===== src/rtl/rr_pkg.sv =====
package rr_pkg;
   localparam int RR_DEF_ARRAYS  = 4;
   localparam int RR_DEF_MICROS  = 8;
   localparam int RR_DEF_ROWS    = 32;
   localparam int RR_DEF_ENTRIES = 16;

   function automatic int rr_bits(input int n);
      return (n <= 1) ? 1 : $clog2(n);
   endfunction
endpackage


===== src/rtl/rr_fuse_table.sv =====
module rr_fuse_table #(
   parameter int N  = 16,
   parameter int AW = 2,
   parameter int MW = 3,
   parameter int RW = 5,
   localparam int EW    = 1 + AW + MW + RW,
   localparam int CNT_W = $clog2(N + 1),
   localparam int IDX_W = (N <= 1) ? 1 : $clog2(N)
) (
   input  logic                 clk,
   input  logic                 rst_n,
   input  logic                 fuse_vld,
   input  logic [EW-1:0]        fuse_data,
   output logic                 load_done,
   output logic                 cfg_err,
   output logic [N-1:0]         tbl_eff,
   output logic [N-1:0][AW-1:0] tbl_arr,
   output logic [N-1:0][MW-1:0] tbl_mic,
   output logic [N-1:0][RW-1:0] tbl_row
);
   logic [CNT_W-1:0] cnt;
   logic [N-1:0]     tbl_vld;
   logic             in_vld;
   logic [AW-1:0]    in_arr;
   logic [MW-1:0]    in_mic;
   logic [RW-1:0]    in_row;
   logic             conflict;
   logic             take;
   logic [IDX_W-1:0] slot;

   assign in_vld    = fuse_data[EW-1];
   assign in_arr    = fuse_data[RW+MW +: AW];
   assign in_mic    = fuse_data[RW +: MW];
   assign in_row    = fuse_data[RW-1:0];
   assign load_done = (cnt == CNT_W'(N));
   assign take      = fuse_vld && !load_done;
   assign slot      = cnt[IDX_W-1:0];

   always_comb begin
      conflict = 1'b0;
      for (int j = 0; j < N; j++) begin
         if ((CNT_W'(j) < cnt) && tbl_vld[j] &&
             (tbl_arr[j] == in_arr) && (tbl_mic[j] == in_mic))
            conflict = 1'b1;
      end
   end

   always_ff @(posedge clk or negedge rst_n) begin
      if (!rst_n) begin
         cnt     <= '0;
         cfg_err <= 1'b0;
         tbl_vld <= '0;
         tbl_eff <= '0;
         tbl_arr <= '0;
         tbl_mic <= '0;
         tbl_row <= '0;
      end else if (take) begin
         cnt           <= cnt + 1'b1;
         tbl_vld[slot] <= in_vld;
         tbl_eff[slot] <= in_vld && !conflict;
         tbl_arr[slot] <= in_arr;
         tbl_mic[slot] <= in_mic;
         tbl_row[slot] <= in_row;
         if (in_vld && conflict) cfg_err <= 1'b1;
      end
   end


   load_done_sticky_chk: assert property (@(posedge clk) disable iff (!rst_n)
      load_done |=> load_done);

   cfg_err_sticky_chk: assert property (@(posedge clk) disable iff (!rst_n)
      cfg_err |=> cfg_err);

   table_frozen_chk: assert property (@(posedge clk) disable iff (!rst_n)
      load_done |=> ($stable(tbl_eff) && $stable(tbl_row) && $stable(tbl_arr) && $stable(tbl_mic)));
endmodule


===== src/rtl/rr_match.sv =====
module rr_match #(
   parameter int N  = 16,
   parameter int AW = 2,
   parameter int MW = 3,
   parameter int RW = 5
) (
   input  logic                 clk,
   input  logic                 rst_n,
   input  logic [AW-1:0]        acc_array,
   input  logic [MW-1:0]        acc_micro,
   input  logic [RW-1:0]        acc_row,
   input  logic [N-1:0]         tbl_eff,
   input  logic [N-1:0][AW-1:0] tbl_arr,
   input  logic [N-1:0][MW-1:0] tbl_mic,
   input  logic [N-1:0][RW-1:0] tbl_row,
   output logic                 hit
);
   logic [N-1:0] match_vec;

   for (genvar i = 0; i < N; i++) begin : g_cmp
      assign match_vec[i] = tbl_eff[i] && (tbl_arr[i] == acc_array) &&
                            (tbl_mic[i] == acc_micro) && (tbl_row[i] == acc_row);
   end

   assign hit = |match_vec;


   single_match_chk: assert property (@(posedge clk) disable iff (!rst_n)
      $onehot0(match_vec));
endmodule


===== src/rtl/rr_wl_out.sv =====
module rr_wl_out #(
   parameter int AW = 2,
   parameter int MW = 3,
   parameter int RW = 5
) (
   input  logic          clk,
   input  logic          rst_n,
   input  logic          acc_vld,
   input  logic          load_done,
   input  logic          hit,
   input  logic [AW-1:0] acc_array,
   input  logic [MW-1:0] acc_micro,
   input  logic [RW-1:0] acc_row,
   output logic          wl_vld,
   output logic [AW-1:0] wl_array,
   output logic [MW-1:0] wl_micro,
   output logic [RW-1:0] wl_row,
   output logic          wl_spare,
   output logic          repair_hit
);
   logic go;
   assign go = acc_vld && load_done;

   always_ff @(posedge clk or negedge rst_n) begin
      if (!rst_n) begin
         wl_vld     <= 1'b0;
         wl_array   <= '0;
         wl_micro   <= '0;
         wl_row     <= '0;
         wl_spare   <= 1'b0;
         repair_hit <= 1'b0;
      end else begin
         wl_vld     <= go;
         wl_array   <= go ? acc_array : '0;
         wl_micro   <= go ? acc_micro : '0;
         wl_row     <= (go && !hit) ? acc_row : '0;
         wl_spare   <= go && hit;
         repair_hit <= go && hit;
      end
   end


   blocked_until_loaded_chk: assert property (@(posedge clk) disable iff (!rst_n)
      wl_vld |-> $past(load_done));

   idle_no_wl_chk: assert property (@(posedge clk) disable iff (!rst_n)
      !acc_vld |=> (!wl_vld && !repair_hit));

   spare_suppresses_normal_chk: assert property (@(posedge clk) disable iff (!rst_n)
      repair_hit |-> (wl_spare && wl_vld && (wl_row == '0)));

   same_micro_chk: assert property (@(posedge clk) disable iff (!rst_n)
      (acc_vld && load_done) |=> ((wl_array == $past(acc_array)) && (wl_micro == $past(acc_micro))));
endmodule


===== src/rtl/rr_remap.sv =====
module rr_remap #(
   parameter int NUM_ARRAYS  = rr_pkg::RR_DEF_ARRAYS,
   parameter int NUM_MICROS  = rr_pkg::RR_DEF_MICROS,
   parameter int NUM_ROWS    = rr_pkg::RR_DEF_ROWS,
   parameter int NUM_ENTRIES = rr_pkg::RR_DEF_ENTRIES,
   localparam int AW = rr_pkg::rr_bits(NUM_ARRAYS),
   localparam int MW = rr_pkg::rr_bits(NUM_MICROS),
   localparam int RW = rr_pkg::rr_bits(NUM_ROWS),
   localparam int EW = 1 + AW + MW + RW
) (
   input  logic          clk,
   input  logic          rst_n,
   input  logic          fuse_vld,
   input  logic [EW-1:0] fuse_data,
   input  logic          acc_vld,
   input  logic [AW-1:0] acc_array,
   input  logic [MW-1:0] acc_micro,
   input  logic [RW-1:0] acc_row,
   output logic          load_done,
   output logic          cfg_err,
   output logic          wl_vld,
   output logic [AW-1:0] wl_array,
   output logic [MW-1:0] wl_micro,
   output logic [RW-1:0] wl_row,
   output logic          wl_spare,
   output logic          repair_hit
);
   initial begin
      assert (NUM_ARRAYS == (1 << AW)) else $error("NUM_ARRAYS must be a power of two");
      assert (NUM_MICROS == (1 << MW)) else $error("NUM_MICROS must be a power of two");
      assert (NUM_ROWS == (1 << RW))   else $error("NUM_ROWS must be a power of two");
      assert (NUM_ENTRIES >= 1 && NUM_ENTRIES <= NUM_ARRAYS * NUM_MICROS)
         else $error("NUM_ENTRIES out of range");
   end

   logic [NUM_ENTRIES-1:0]         tbl_eff;
   logic [NUM_ENTRIES-1:0][AW-1:0] tbl_arr;
   logic [NUM_ENTRIES-1:0][MW-1:0] tbl_mic;
   logic [NUM_ENTRIES-1:0][RW-1:0] tbl_row;
   logic                           hit;

   rr_fuse_table #(.N(NUM_ENTRIES), .AW(AW), .MW(MW), .RW(RW)) u_table (
      .clk(clk), .rst_n(rst_n), .fuse_vld(fuse_vld), .fuse_data(fuse_data),
      .load_done(load_done), .cfg_err(cfg_err), .tbl_eff(tbl_eff),
      .tbl_arr(tbl_arr), .tbl_mic(tbl_mic), .tbl_row(tbl_row)
   );

   rr_match #(.N(NUM_ENTRIES), .AW(AW), .MW(MW), .RW(RW)) u_match (
      .clk(clk), .rst_n(rst_n), .acc_array(acc_array), .acc_micro(acc_micro),
      .acc_row(acc_row), .tbl_eff(tbl_eff), .tbl_arr(tbl_arr),
      .tbl_mic(tbl_mic), .tbl_row(tbl_row), .hit(hit)
   );

   rr_wl_out #(.AW(AW), .MW(MW), .RW(RW)) u_out (
      .clk(clk), .rst_n(rst_n), .acc_vld(acc_vld), .load_done(load_done),
      .hit(hit), .acc_array(acc_array), .acc_micro(acc_micro), .acc_row(acc_row),
      .wl_vld(wl_vld), .wl_array(wl_array), .wl_micro(wl_micro),
      .wl_row(wl_row), .wl_spare(wl_spare), .repair_hit(repair_hit)
   );


   miss_passthrough_chk: assert property (@(posedge clk) disable iff (!rst_n)
      (wl_vld && !repair_hit) |-> !wl_spare);
endmodule


===== config.mk =====
export PLATFORM = sky130hd
export DESIGN_NAME = rr_remap
export DESIGN_NICKNAME = d
export VERILOG_FILES = /design/src/rtl/rr_pkg.sv /design/src/rtl/rr_fuse_table.sv /design/src/rtl/rr_match.sv /design/src/rtl/rr_wl_out.sv /design/src/rtl/rr_remap.sv
export SDC_FILE = /design/constraint.sdc
export NUM_CORES = 1
export LEC_CHECK = 0
export BUFFER_PORTS_ARGS = -buffer_cell sky130_fd_sc_hd__clkbuf_2
export CORE_ASPECT_RATIO = 1.1
export CORE_MARGIN = 10
export CORE_UTILIZATION = 40
export DETAILED_ROUTE_END_ITERATION = 6
export REMOVE_ABC_BUFFERS = 1
export SLEW_MARGIN = 10
export SYNTH_ARGS = -nofsm -noshare
export SYNTH_HDL_FRONTEND = slang
export SYNTH_SLANG_ARGS = --single-unit

===== constraint.sdc =====
create_clock -name clk -period 3.46 [get_ports clk]
set_input_delay 0.173 -clock clk [delete_from_list [all_inputs] [get_ports clk]]
set_output_delay 0.173 -clock clk [all_outputs]
set_load 0.02 [all_outputs]

Word-level counts from Yosys, hierarchy flattened
Cells that the tools add are included.
- multiplexer cells: 32
- add/sub/neg operators: 1
- order comparisons: 18
- reductions and logical operators: 108
- equal/unequal tests: 81
- operators by type and width (kind ; number):
    $logic_and 1x1->1 ; 103
    $eq 3x3->1 ; 32
    $bwmux 80 ; 1
    $eq 5x5->1 ; 16
    $eq 2x2->1 ; 32
    $bwmux 48 ; 1
    $lt 4x5->1 const A ; 8
    $bwmux 16 ; 2
    $bwmux 32 ; 1
    $demux 5 s4 ; 1
    $lt 3x5->1 const A ; 4
    $mux 1 ; 17
    $reduce_or 16->1 ; 1
    $demux 3 s4 ; 1
    $lt 1x5->1 const A ; 2
    $lt 2x5->1 const A ; 2
    $mux 5 ; 2
    $demux 2 s4 ; 1
    $mux 3 ; 2
    $add 5x1->5 const B ; 1
    $eq 5x5->1 const B ; 1
    $lt 4x5->1 const B ; 1
    $demux 1 s4 ; 1
    $ge 4x1->1 const B ; 1
    3 further kinds ; 6
- input bits: 25
- bits in registers: 210
- word-level logic and storage cells: 297
- output and inout port bits: 15

Logic depth before layout (Yosys ltp)
Gate-level depths: netlist (run 1).
- depth after elaboration: 23
- gate-level depth with buffers: 12
- mapped depth without buffers: 9

Hierarchy
From an unflattened synthesis (run 1), not the netlist that was laid out.
- cells, all modules: 941
- area total of the unflattened synthesis: 11399.7 um^2
- by module, submodules not included (module ; instances ; cells an instance ; seq. area each (um^2) ; area an instance (um^2)):
    rr_fuse_table ; 1 ; 671 ; 4954.8 ; 8918.6
    rr_match ; 1 ; 243 ; 0.0 ; 2064.5
    rr_wl_out ; 1 ; 27 ; 300.3 ; 416.6

Worst setup path before layout (run 1)
No wires, ideal clock.
- path kind: register -> register
- start: register u_table.cnt[1]
- end: register u_table.tbl_row[1] (netlist bit)
- required time: 3335 ps
- buffers on the path: 3
- data arrival time: 2560 ps
- cell stages (with the launch flop): 12
- library setup time: 125 ps
- clock period less this slack: 2685 ps
- setup slack: 775 ps
- cell sequence: dfrtp_1 > clkbuf_1 > inv_1 > ha_1 > clkbuf_1 > nand2_1 > nor3_2 > nor2b_1 > nor3b_4 > nand2_2 > buf_4 > mux2_2
- elaborated cells on any way between the ends: 9
- those cells by class: 2 x order compare; 1 x eq/ne; 3 x mux; 3 x reduce/logical
- RTL lines (what ; line ; text):
    start, declared ; rr_fuse_table.sv:21 ; logic [CNT_W-1:0] cnt;
    start signal, assigned ; rr_fuse_table.sv:58 ; cnt <= cnt + 1'b1;
    $eq 5x5->1 ; rr_fuse_table.sv:35 ; assign load_done = (cnt == CNT_W'(N));
    via load_done ; rr_remap.sv:19 ; output logic load_done,
    $logic_not 1->1 ; rr_fuse_table.sv:36 ; assign take = fuse_vld && !load_done;
    $logic_and 1x1->1 ; rr_fuse_table.sv:36 ;
    end signal, assigned by index ; rr_fuse_table.sv:63 ; tbl_row[slot] <= in_row;
    end, declared ; rr_fuse_table.sv:19 ; output logic [N-1:0][RW-1:0] tbl_row
The timed path passes the listed nets, and every way through them passes these cells.
A chain may end at the register's enable or synchronous reset.

Final worst setup path (run 1)
- start: register u_table.cnt[1]
- end: register u_table.tbl_row[13] (netlist bit)
- longest elaborated chain between the ends: 5
- elaborated cells on any way between the ends: 9
- those cells by class: 2 x order compare; 1 x eq/ne; 3 x mux; 3 x reduce/logical
- RTL lines (what ; line):
    $lt 4x5->1 (implied by the code) / $ge 4x1->1 (equally long branches) ; rr_fuse_table.sv:63
    $logic_and 1x1->1 (implied by the code) ; rr_fuse_table.sv:63
    $mux 5 (implied by the code) ; rr_fuse_table.sv:63
    $demux 5 s4 ; --
    $bwmux 80 ; rr_fuse_table.sv:63
Several ways; a longest one is shown, not always the timed one.

==> results of run 1 <==
## layer usage
layer | vias up | GRT usage | routed length (um) | part of all wire
li1 | 3267 | - | - | -
met1 | 3566 | 0.227 | 13300 | 0.45
met2 | 108 | 0.291 | 14900 | 0.51
met3 | 29 | 0.0181 | 829 | 0.028
met4 | 0 | 0.0323 | 329 | 0.011
met5 | - | 0 | 0 | 0
## area by class of cell
class                      instances  area share
timing repair buffer              64      0.0348
clock buffer                      37      0.0599
inverter                           7     0.00216
tap                              357      0.0368
clock inverter                     2    0.000824
multi-input combinational        651       0.433
sequential                       210       0.432
## power by group
part	switching (mW)	internal [mW]	leakage (nW)	total (mW)
registers	0.965	3.55	2.64	4.51
clock network	0.973	1.43	0.368	2.40
logic	1.42	1.77	2.24	3.18
total	3.35	6.74	5.25	10.1
## sequential cells by signal, summed over array words and instances (netlist names), 2 cells and up
register	cells
u_table.tbl_row	80
u_table.tbl_mic	48
u_table.tbl_arr	32
u_table.tbl_eff	16
u_table.tbl_vld	16
u_out.wl_row	5
u_table.cnt	5
u_out.wl_micro	3
u_out.wl_array	2
## through the flow
stage                     setup WS, ns   util
after CTS                        0.659  0.451
after floorplan                  0.989      -
after global placement           0.791  0.423
after detailed placement         0.696  0.423
after global routing             0.488  0.451
final                            0.611  0.451
## cell usage in the layout, fill, tap and decap left out, types with 4 or more instances in the layout
| cell | instances |
|---|---|
| nand2_1 | 67 |
| buf_4 | 21 |
| nand3_1 | 4 |
| nand4_1 | 48 |
| mux2_2 | 143 |
| xor2_1 | 99 |
| o21ai_0 | 43 |
| ha_1 | 4 |
| dfrtp_1 | 210 |
| o2111ai_1 | 5 |
| clkbuf_8 | 10 |
| o22ai_1 | 8 |
| nand2_2 | 4 |
| clkbuf_2 | 38 |
| nor2_1 | 6 |
| nor4_1 | 27 |
| clkbuf_16 | 23 |
| and3_1 | 12 |
| inv_1 | 7 |
| xnor2_1 | 142 |
| clkbuf_1 | 4 |
| o21ai_2 | 10 |
## cells in the mapped netlist, types with 4 or more instances
cell,number,share of area
dfrtp_1,210,0.48
o22ai_1,8,0.0046
buf_4,20,0.014
nand4_1,48,0.027
mux2_2,143,0.15
buf_2,14,0.0064
o21ai_0,43,0.020
inv_1,7,0.0024
nand2_1,67,0.023
nand3_1,4,0.0018
buf_6,6,0.0062
xor2_1,99,0.079
clkbuf_1,33,0.011
o21ai_2,10,0.0080
nor2_1,6,0.0021
xnor2_1,142,0.11
and3_1,12,0.0068
ha_1,4,0.0046
o2111ai_1,5,0.0040
nand2_2,4,0.0023
nor4_1,27,0.015
## worst max-delay path, stage by stage, from the launching register on
cell and delay, ns:
dfrtp_1 0.63, inv_1 0.16, ha_1 0.29, nand2_1 0.10
nor3_2 0.09, nor2b_1 0.39, nor3b_4 0.42, nand2_2 0.29
mux2_2 0.35
## logic make-up after synthesis
kind of cell | synth area share
xor gates and xnor gates | 0.193
DFF | 0.479
and+or+nand+nor | 0.0939
muxes | 0.147
buffers and inverters | 0.0403
AOI/OAI and AO/OA | 0.0422
adders and majority gates | 0.00457
## final timing paths
path / cells past startpoint / start / to
max in group asynchronous: 3 / rst_n / u_table.tbl_mic[18]
setup reg to reg: 8 / u_table.cnt[1] / u_table.tbl_row[13]
hold / removal: 3 / fuse_vld / u_table.cnt[3]
hold reg to reg: 2 / u_table.tbl_eff[4] / u_table.tbl_eff[4]
setup / recovery: 8 / u_table.cnt[1] / u_table.tbl_row[13]
min in group asynchronous: 2 / rst_n / u_table.tbl_row[39]
## repair_timing
| item | CTS | global route |
|---|---|---|
| setup endpoints to repair | 0 | 0 |
| resized for setup | 0 | 0 |
| endpoints found under the hold margin | 99 | 0 |
| hold buffers | 2 | 0 |
==> results_dict.tcl, run 1 <==
set metrics [dict create \
    slew_violations 0 \
    final_cells 1328 \
    syn_area_per_cell_sq_um 11.6 \
    critPathLaunchType "register" \
    relSlewSlack 0.447 \
    ios 40 \
    fin_nets 986 \
    power_density_mw_per_mm2 831 \
    coreArea_sq_mm 0.0270 \
    p_leak_nw 5.25 \
    yosysSeqAreaShare 0.479 \
    irDropWorstVdd_mv 0.370 \
    grt_usage 0.170 \
    maxCapViolCount 0 \
    synth_ff_type "dfrtp_1" \
    clk_pin_slew_ns 0.06 \
    antenna_found_initial 0 \
    cts_tree "done" \
    worstPathArrival_ns 3.24 \
    timing.fmax_ghz 0.351 \
    dp.cells 1287 \
    design_area_sq_mm 0.0122 \
    fill_cells 2520 \
    dieArea_sq_mm 0.0344 \
    fp.dieH_um 194 \
    skew_ns 0.0110 \
    fin_crit_ns 2.85 \
    fin_crit_sh 0.823 \
    viasPerCell 5.25 \
    finalHoldViolations 0 \
    cts_buffers 23 \
    setup-violations-final 0 \
    die_w_um 178 \
    finalSetupTns_ns 0 \
    drt_first_pass_iters 5 \
    drc_errors 0 \
    crit_fanout 15 \
    clkSinkCount 210 \
    synth-seq-cells 210 \
    avgRoutedWirePerCell_um 22.1 \
    multi_input_area_sq_mm 0.00526 \
    htree_levels 1 \
    ant_nets 0 \
    rows 63 \
    gp_congestion 0.866 \
    area_growth_pct 10.9 \
    rsz0062_at_grt "no" \
    power_mw 10.1 \
    grt_max_degree 98 \
    initial_core_util 0.407 \
    place_hpwl_mm 18.7 \
    r2r_setup_slack_ns 0.61 \
    cp.required_ns 3.85 \
    synthArstFlopShare 1.00 \
    syn_inst 942 \
    netlist-cell-type-count 42 \
    overflow 0 \
    grt_pass1_wl_mm 45.2 \
    endpoint_kind "register" \
    synth_edf_count 0 \
    vias 6970 \
    post_cts_buffers 0 \
    routed_wl_mm 29.4 \
    whs_ns 0.0542 \
    regArea_sq_mm 0.00526 \
    insertion_delay_ns 0.51 \
    worstHoldPathType "input pin to register" \
    place_area_sq_mm 0.0114 \
    clockBufferDepth 3 \
    port_buffers 39 \
    yosysWarnings 0 \
    synth_area_sq_mm 0.0110 \
    status "completed" \
    num_antenna_cells 0 \
    grt_pass1_vias 7181 \
    drive_above_1_share 0.271 \
    tightest_slew_ns 0.830 \
    cts_root_buf "clkbuf_16" \
    critical_path_class "register to register" \
    initialDrtViolationCount 503 \
]
No activity file was read; power rests on OpenSTA's default activity.
==> inputs of run 2 (changes only) <==
- clock period: 3.46 -> 2.3 ns (I/O delays scaled with it)
==> results_dict.tcl, run 2 (synthesis results as in run 1) <==
set metrics [dict create \
    status "completed" \
    clk_pin_slew_ns 0.06 \
    rows 63 \
    drive_above_1_share 0.311 \
    place_hpwl_mm 20.3 \
    critPathLaunchType "register" \
    vias 7218 \
    routed_wl_mm 29.3 \
    coreArea_sq_mm 0.0270 \
    cts_buffers 24 \
    fin_nets 1038 \
    cts_tree "done" \
    clockBufferDepth 3 \
    finalSetupTns_ns 0 \
    fin_crit_ns 2.19 \
    crit_family "simple AND/OR/NAND/NOR gates" \
    worstHoldPathType "input pin to register" \
    fin_crit_sh 0.953 \
    num_antenna_cells 0 \
    worstPathArrival_ns 2.62 \
    tightest_slew_ns 0.696 \
    utilization 0.472 \
    irDropWorstVdd_mv 0.613 \
    overflow 0 \
    dieArea_sq_mm 0.0344 \
    largest_reg_flops 80 \
    max_stage_delay_ns 0.40 \
    worstPathCellList "or3b_4, or3_1, nand4_1, o2111ai_1, nor3_2, buf_4, nand4_4, buf_12, o21ai_0" \
    maxCapViolCount 0 \
    drc_errors 0 \
    dp.cells 1336 \
    slew_violations 0 \
    final_cells 1384 \
    timing.fmax_ghz 0.456 \
    cts_root_buf "clkbuf_16" \
    grt_usage 0.172 \
    insertion_delay_ns 0.52 \
    viasPerCell 5.22 \
    skew_ns 0.0170 \
    power_mw 15.7 \
    largest_register "u_table.tbl_row" \
    initial_core_util 0.407 \
    cp.required_ns 2.73 \
    antenna_found_initial 0 \
    avgRoutedWirePerCell_um 21.2 \
    path_buf_inv 2 \
    die_w_um 178 \
    reg2regPathDepth 9 \
    drt_first_pass_iters 5 \
    grt_max_degree 80 \
    critical_path_class "register to register" \
    fp.dieH_um 194 \
    p_leak_nw 5.56 \
    clkSinkCount 210 \
    grt_pass1_wl_mm 46.7 \
    initialDrtViolationCount 468 \
    ant_nets 0 \
    power_density_mw_per_mm2 1230 \
    critical-path-slowest-cell "or3b_4" \
    layout_commonest_cell "dfrtp_1" \
    htree_levels 1 \
    gp_congestion 0.912 \
    fill_cells 2500 \
    area_growth_pct 16.0 \
    r2r_start "u_table.cnt[3]" \
    crit_fanout 8 \
    port_buffers 39 \
    endpoint_kind "register" \
    final_cell_mix "dfrtp_1 (210), mux2_2 (143), xnor2_1 (142)" \
    ios 40 \
    hold_path_depth 3 \
    finalHoldViolations 0 \
    r2r_setup_slack_ns 0.11 \
    crit_path_end "u_table.tbl_eff[2]" \
    crit_start "u_table.cnt[3]" \
    reg_top3 "u_table.tbl_row: 80 flops, u_table.tbl_mic: 48 flops, u_table.tbl_arr: 32 flops" \
    setup-violations-final 0 \
    relSlewSlack 0.536 \
    crit_cells 9 \
    grt_pass1_vias 7759 \
    r2r-end "u_table.tbl_eff[2]" \
]
## run 2: how the worst min path moves through the flow
stage | from | end | slack (ns)
global placement | rst_n | u_table.tbl_row[66] | 0.17
finish | fuse_vld | u_table.cnt[3] | 0.04
global route | fuse_vld | u_table.cnt[3] | 0.04
floorplan | rst_n | u_out.wl_array[0] | -0.18
detailed placement | rst_n | u_table.tbl_row[45] | 0.18
CTS | fuse_vld | u_table.cnt[3] | 0.006
## run 2: area by class of cell
type,count,area (sq um),share of cell area
multi-input combinational,651,5290,0.416
sequential,210,5260,0.413
timing repair buffer,115,943,0.0742
clock buffer,37,721,0.0567
tap,357,447,0.0351
clock inverter,7,38.8,0.00305
inverter,7,26.3,0.00207
## run 2: worst reg2reg max path: stages, from the launching register on
cell and delay [ns]:
dfrtp_1 0.39, or3b_4 0.40, or3_1 0.32, nand4_1 0.10, o2111ai_1 0.14, nor3_2 0.15
buf_4 0.16, nand4_4 0.11, buf_12 0.18, o21ai_0 0.16
## run 2: timing repair
| item | CTS | global route |
|---|---|---|
| hold buffers | 2 | 0 |
| hold endpoints to repair | 81 | 0 |
| buffers inserted | 1 | 1 |
| setup endpoints to repair | 3 | 16 |
| resized for setup | 1 | 8 |
| pin swaps | 2 | 2 |
## run 2: where the power goes
group	leakage [nW]	total (mW)	internal, mW	switching (mW)
logic	2.54	5.29	2.96	2.33
clock network	0.380	3.70	2.16	1.54
registers	2.64	6.70	5.34	1.36
## run 2: layer usage
layer  up-vias  track usage  routed length [um]
li1       3384            -                   -
met1      3685        0.224               12900
met2       108        0.298               14900
met3        41       0.0193                 977
met4         0       0.0431                 574
met5         -            0                   0
## run 2: through the flow
stage          area (sq um)  hold slack, ns  setup WS (ns)
2_1_floorplan         10500          -0.181         -0.171
3_3_place_gp          11900           0.173         0.0580
3_5_place_dp          11900           0.178        -0.0112
4_1_cts               12700         0.00622        0.00222
5_1_grt               12700          0.0388        -0.0148
6_report              12700          0.0382          0.108
==> inputs of run 3 (changes only) <==
- ABC_AREA: not set -> 1
- CORE_MARGIN: 10 -> not set
==> results_dict.tcl, run 3 <==
set metrics [dict create \
    status "finished with violations" \
    violations "DRC, hold timing" \
    drive_above_1_share 0.0945 \
    synth_ff_type "dfrtp_1" \
    largest_reg_flops 80 \
    largest_register "u_table.tbl_row" \
    rows 66 \
    r2r_setup_slack_ns 0.23 \
    worstPathArrival_ns 2.52 \
    synthArstFlopShare 1.00 \
    yosysSeqAreaShare 0.437 \
    worstPathCellList "inv_1, ha_1, inv_1, nor3_4, nand2_1, nand2_2, nor2_2, nand2_1, buf_4, nor2_1, nand4_1, nand2_1" \
    fin_crit_sh 0.901 \
    grt_max_degree 63 \
    worstHoldPathType "input pin to register" \
    place_hpwl_mm 24.7 \
    cts_root_buf "clkbuf_16" \
    grt_pass1_wl_mm 57.2 \
    crit_top_cell "nand2_1" \
    ant_nets 0 \
    finalHoldViolations 1 \
    coreArea_sq_mm 0.0296 \
    rsz0062_at_grt "no" \
    fp.dieH_um 184 \
    port_buffers 39 \
    clockBufferDepth 3 \
    critical-path-slowest-cell "dfrtp_1" \
    synth.most_common_cell "nand2_1" \
    vias 10641 \
    synth_common_cells "nand2_1 (650), dfrtp_1 (210), o21ai_0 (185)" \
    hold-path-endpoint "u_out.wl_vld" \
    drc_errors 1 \
    dieArea_sq_mm 0.0308 \
    viasPerCell 5.07 \
    p_leak_nw 6.86 \
    place_area_sq_mm 0.0127 \
    clkSinkCount 210 \
    crit_fanout 24 \
    reg2regPathDepth 12 \
    grt_usage 0.242 \
    crit_family "simple AND/OR/NAND/NOR gates" \
    synth-seq-cells 210 \
    synth_edf_count 0 \
    ios 40 \
    post_cts_buffers 0 \
    initialDrtViolationCount 781 \
    setup-violations-final 0 \
    drt_first_pass_iters 7 \
    tightest_slew_ns 0.715 \
    cts_tree "done" \
    cp.required_ns 2.75 \
    antenna_found_initial 1 \
    r2r_start "u_table.cnt[1]" \
    overflow 0 \
    endpoint_kind "register" \
    layout_commonest_cell "nand2_1" \
    htree_levels 1 \
    maxCapViolCount 0 \
    irDropWorstVdd_mv 0.576 \
    synth_top_area_frac 0.437 \
    netlist-cell-type-count 37 \
    path_buf_inv 3 \
    clk_pin_slew_ns 0.06 \
    yosys.area.top_type "dfrtp_1" \
    area_growth_pct 12.0 \
    max_stage_delay_ns 0.44 \
    finalSetupTns_ns 0 \
    r2r-end "u_table.tbl_eff[7]" \
    routed_wl_mm 36.6 \
    syn_inst 1676 \
    timing.fmax_ghz 0.483 \
    hold_start "acc_vld" \
    yosysWarnings 0 \
    grt_pass1_vias 10214 \
    critical_path_class "register to register" \
    syn_area_per_cell_sq_um 7.18 \
    critPathLaunchType "register" \
    gp_congestion 0.911 \
    power_density_mw_per_mm2 1170 \
    die_w_um 167 \
    insertion_delay_ns 0.52 \
    num_antenna_cells 0 \
    power_mw 15.8 \
    skew_ns 0.0151 \
    fin_crit_ns 2.07 \
    initial_core_util 0.407 \
    whs_ns -0.0108 \
    final_cell_mix "nand2_1 (650), dfrtp_1 (210), o21ai_0 (185)" \
    synth_area_sq_mm 0.0120 \
    synth_area_leaders "dfrtp_1 (44%), nand2_1 (20%), o21ai_0 (7.7%), inv_1 (4.7%), nor2_1 (4.5%)" \
    hold_path_depth 3 \
    slew_violations 0 \
    design_area_sq_mm 0.0135 \
    cts_buffers 23 \
    relSlewSlack 0.523 \
    fin_nets 1739 \
    avgRoutedWirePerCell_um 17.5 \
    reg_top3 "u_table.tbl_row: 80 flops, u_table.tbl_mic: 48 flops, u_table.tbl_arr: 32 flops" \
]
run 3: cell count changes after synthesis, moves of 15 or more:
cell / delta
xnor2_1: -89
nand2_1: +583
xor2_1: -67
nor2_1: +138
inv_1: +143
nor4_1: -27
o21ai_0: +142
nand3_1: +36
mux2_2: -143
nand4_1: -15
buf_2: +16
clkbuf_1: -18
run 3: worst max-delay path by stage:
stage	slack, ns	cells past startpoint	endpoint	startpoint
after CTS	0.16	12	u_table.tbl_eff[1]	u_table.cnt[1]
after detailed placement	0.19	12	u_table.tbl_eff[1]	u_table.cnt[1]
after global routing	0.04	12	u_table.tbl_eff[7]	u_table.cnt[1]
final	0.23	12	u_table.tbl_eff[7]	u_table.cnt[1]
after floorplan	0.06	11	u_table.tbl_eff[2]	u_table.cnt[1]
after global placement	0.26	12	u_table.tbl_eff[1]	u_table.cnt[0]
run 3: repair_timing:
| item | in CTS | in global routing |
|---|---|---|
| gates resized for setup | 0 | 3 |
| hold endpoints to repair | 80 | 0 |
| hold buffers | 4 | 0 |
| endpoints found under the setup margin | 0 | 1 |
run 3: per-layer routing:
layer | part of all wire | GRT usage | vias up | wire length, um
met3 | 0.054 | 0.0379 | 92 | 1990
met1 | 0.44 | 0.311 | 5005 | 16000
met2 | 0.47 | 0.405 | 302 | 17200
met5 | 0 | 0 | - | 0
li1 | - | - | 5242 | -
met4 | 0.041 | 0.106 | 0 | 1510
run 3: kinds of logic (layout without fill, tap and decap cells):
group                    Yosys count  count (layout)  synth area share
AND/OR/NAND/NOR                  903             903             0.303
buffers and inverters            257             306             0.100
AO/OA/AOI/OAI                    217             217            0.0934
flip-flops                       210             210             0.437
XOR/XNOR                          85              85            0.0619
adder cells (fa/ha/maj)            4               4           0.00416
run 3: worst reg2reg max path, cell delays in order, from the launching register on:
cell     delay [ns]
dfrtp_1        0.44
inv_1          0.09
ha_1           0.20
inv_1          0.09
nor3_4         0.05
nand2_1        0.12
nand2_2        0.12
nor2_2         0.23
nand2_1        0.13
buf_4          0.23
nor2_1         0.10
nand4_1        0.10
nand2_1        0.10
run 3: stage by stage:
stage	worst slack (ns)	std cells	utilization
2_1_floorplan	0.0585	1581	-
3_3_place_gp	0.263	2055	0.429
3_5_place_dp	0.185	2055	0.429
4_1_cts	0.157	2099	0.455
5_1_grt	0.0414	2099	0.456
6_report	0.228	2099	0.456
run 3: layout make-up:
cell class | instances | area, sq um
clock inverter | 5 | 78.8
clock buffer | 35 | 661
fill | 2989 | 16100
inverter | 162 | 619
timing repair buffer | 104 | 820
tap | 374 | 468
multi-input combinational | 1209 | 5570
sequential | 210 | 5260
run 3: report_power, final:
group	total, mW	switching (mW)	internal (mW)
Clock	3.73	1.53	2.20
Combinational	5.38	3.19	2.20
Sequential	6.69	1.44	5.24
Total	15.8	6.16	9.63
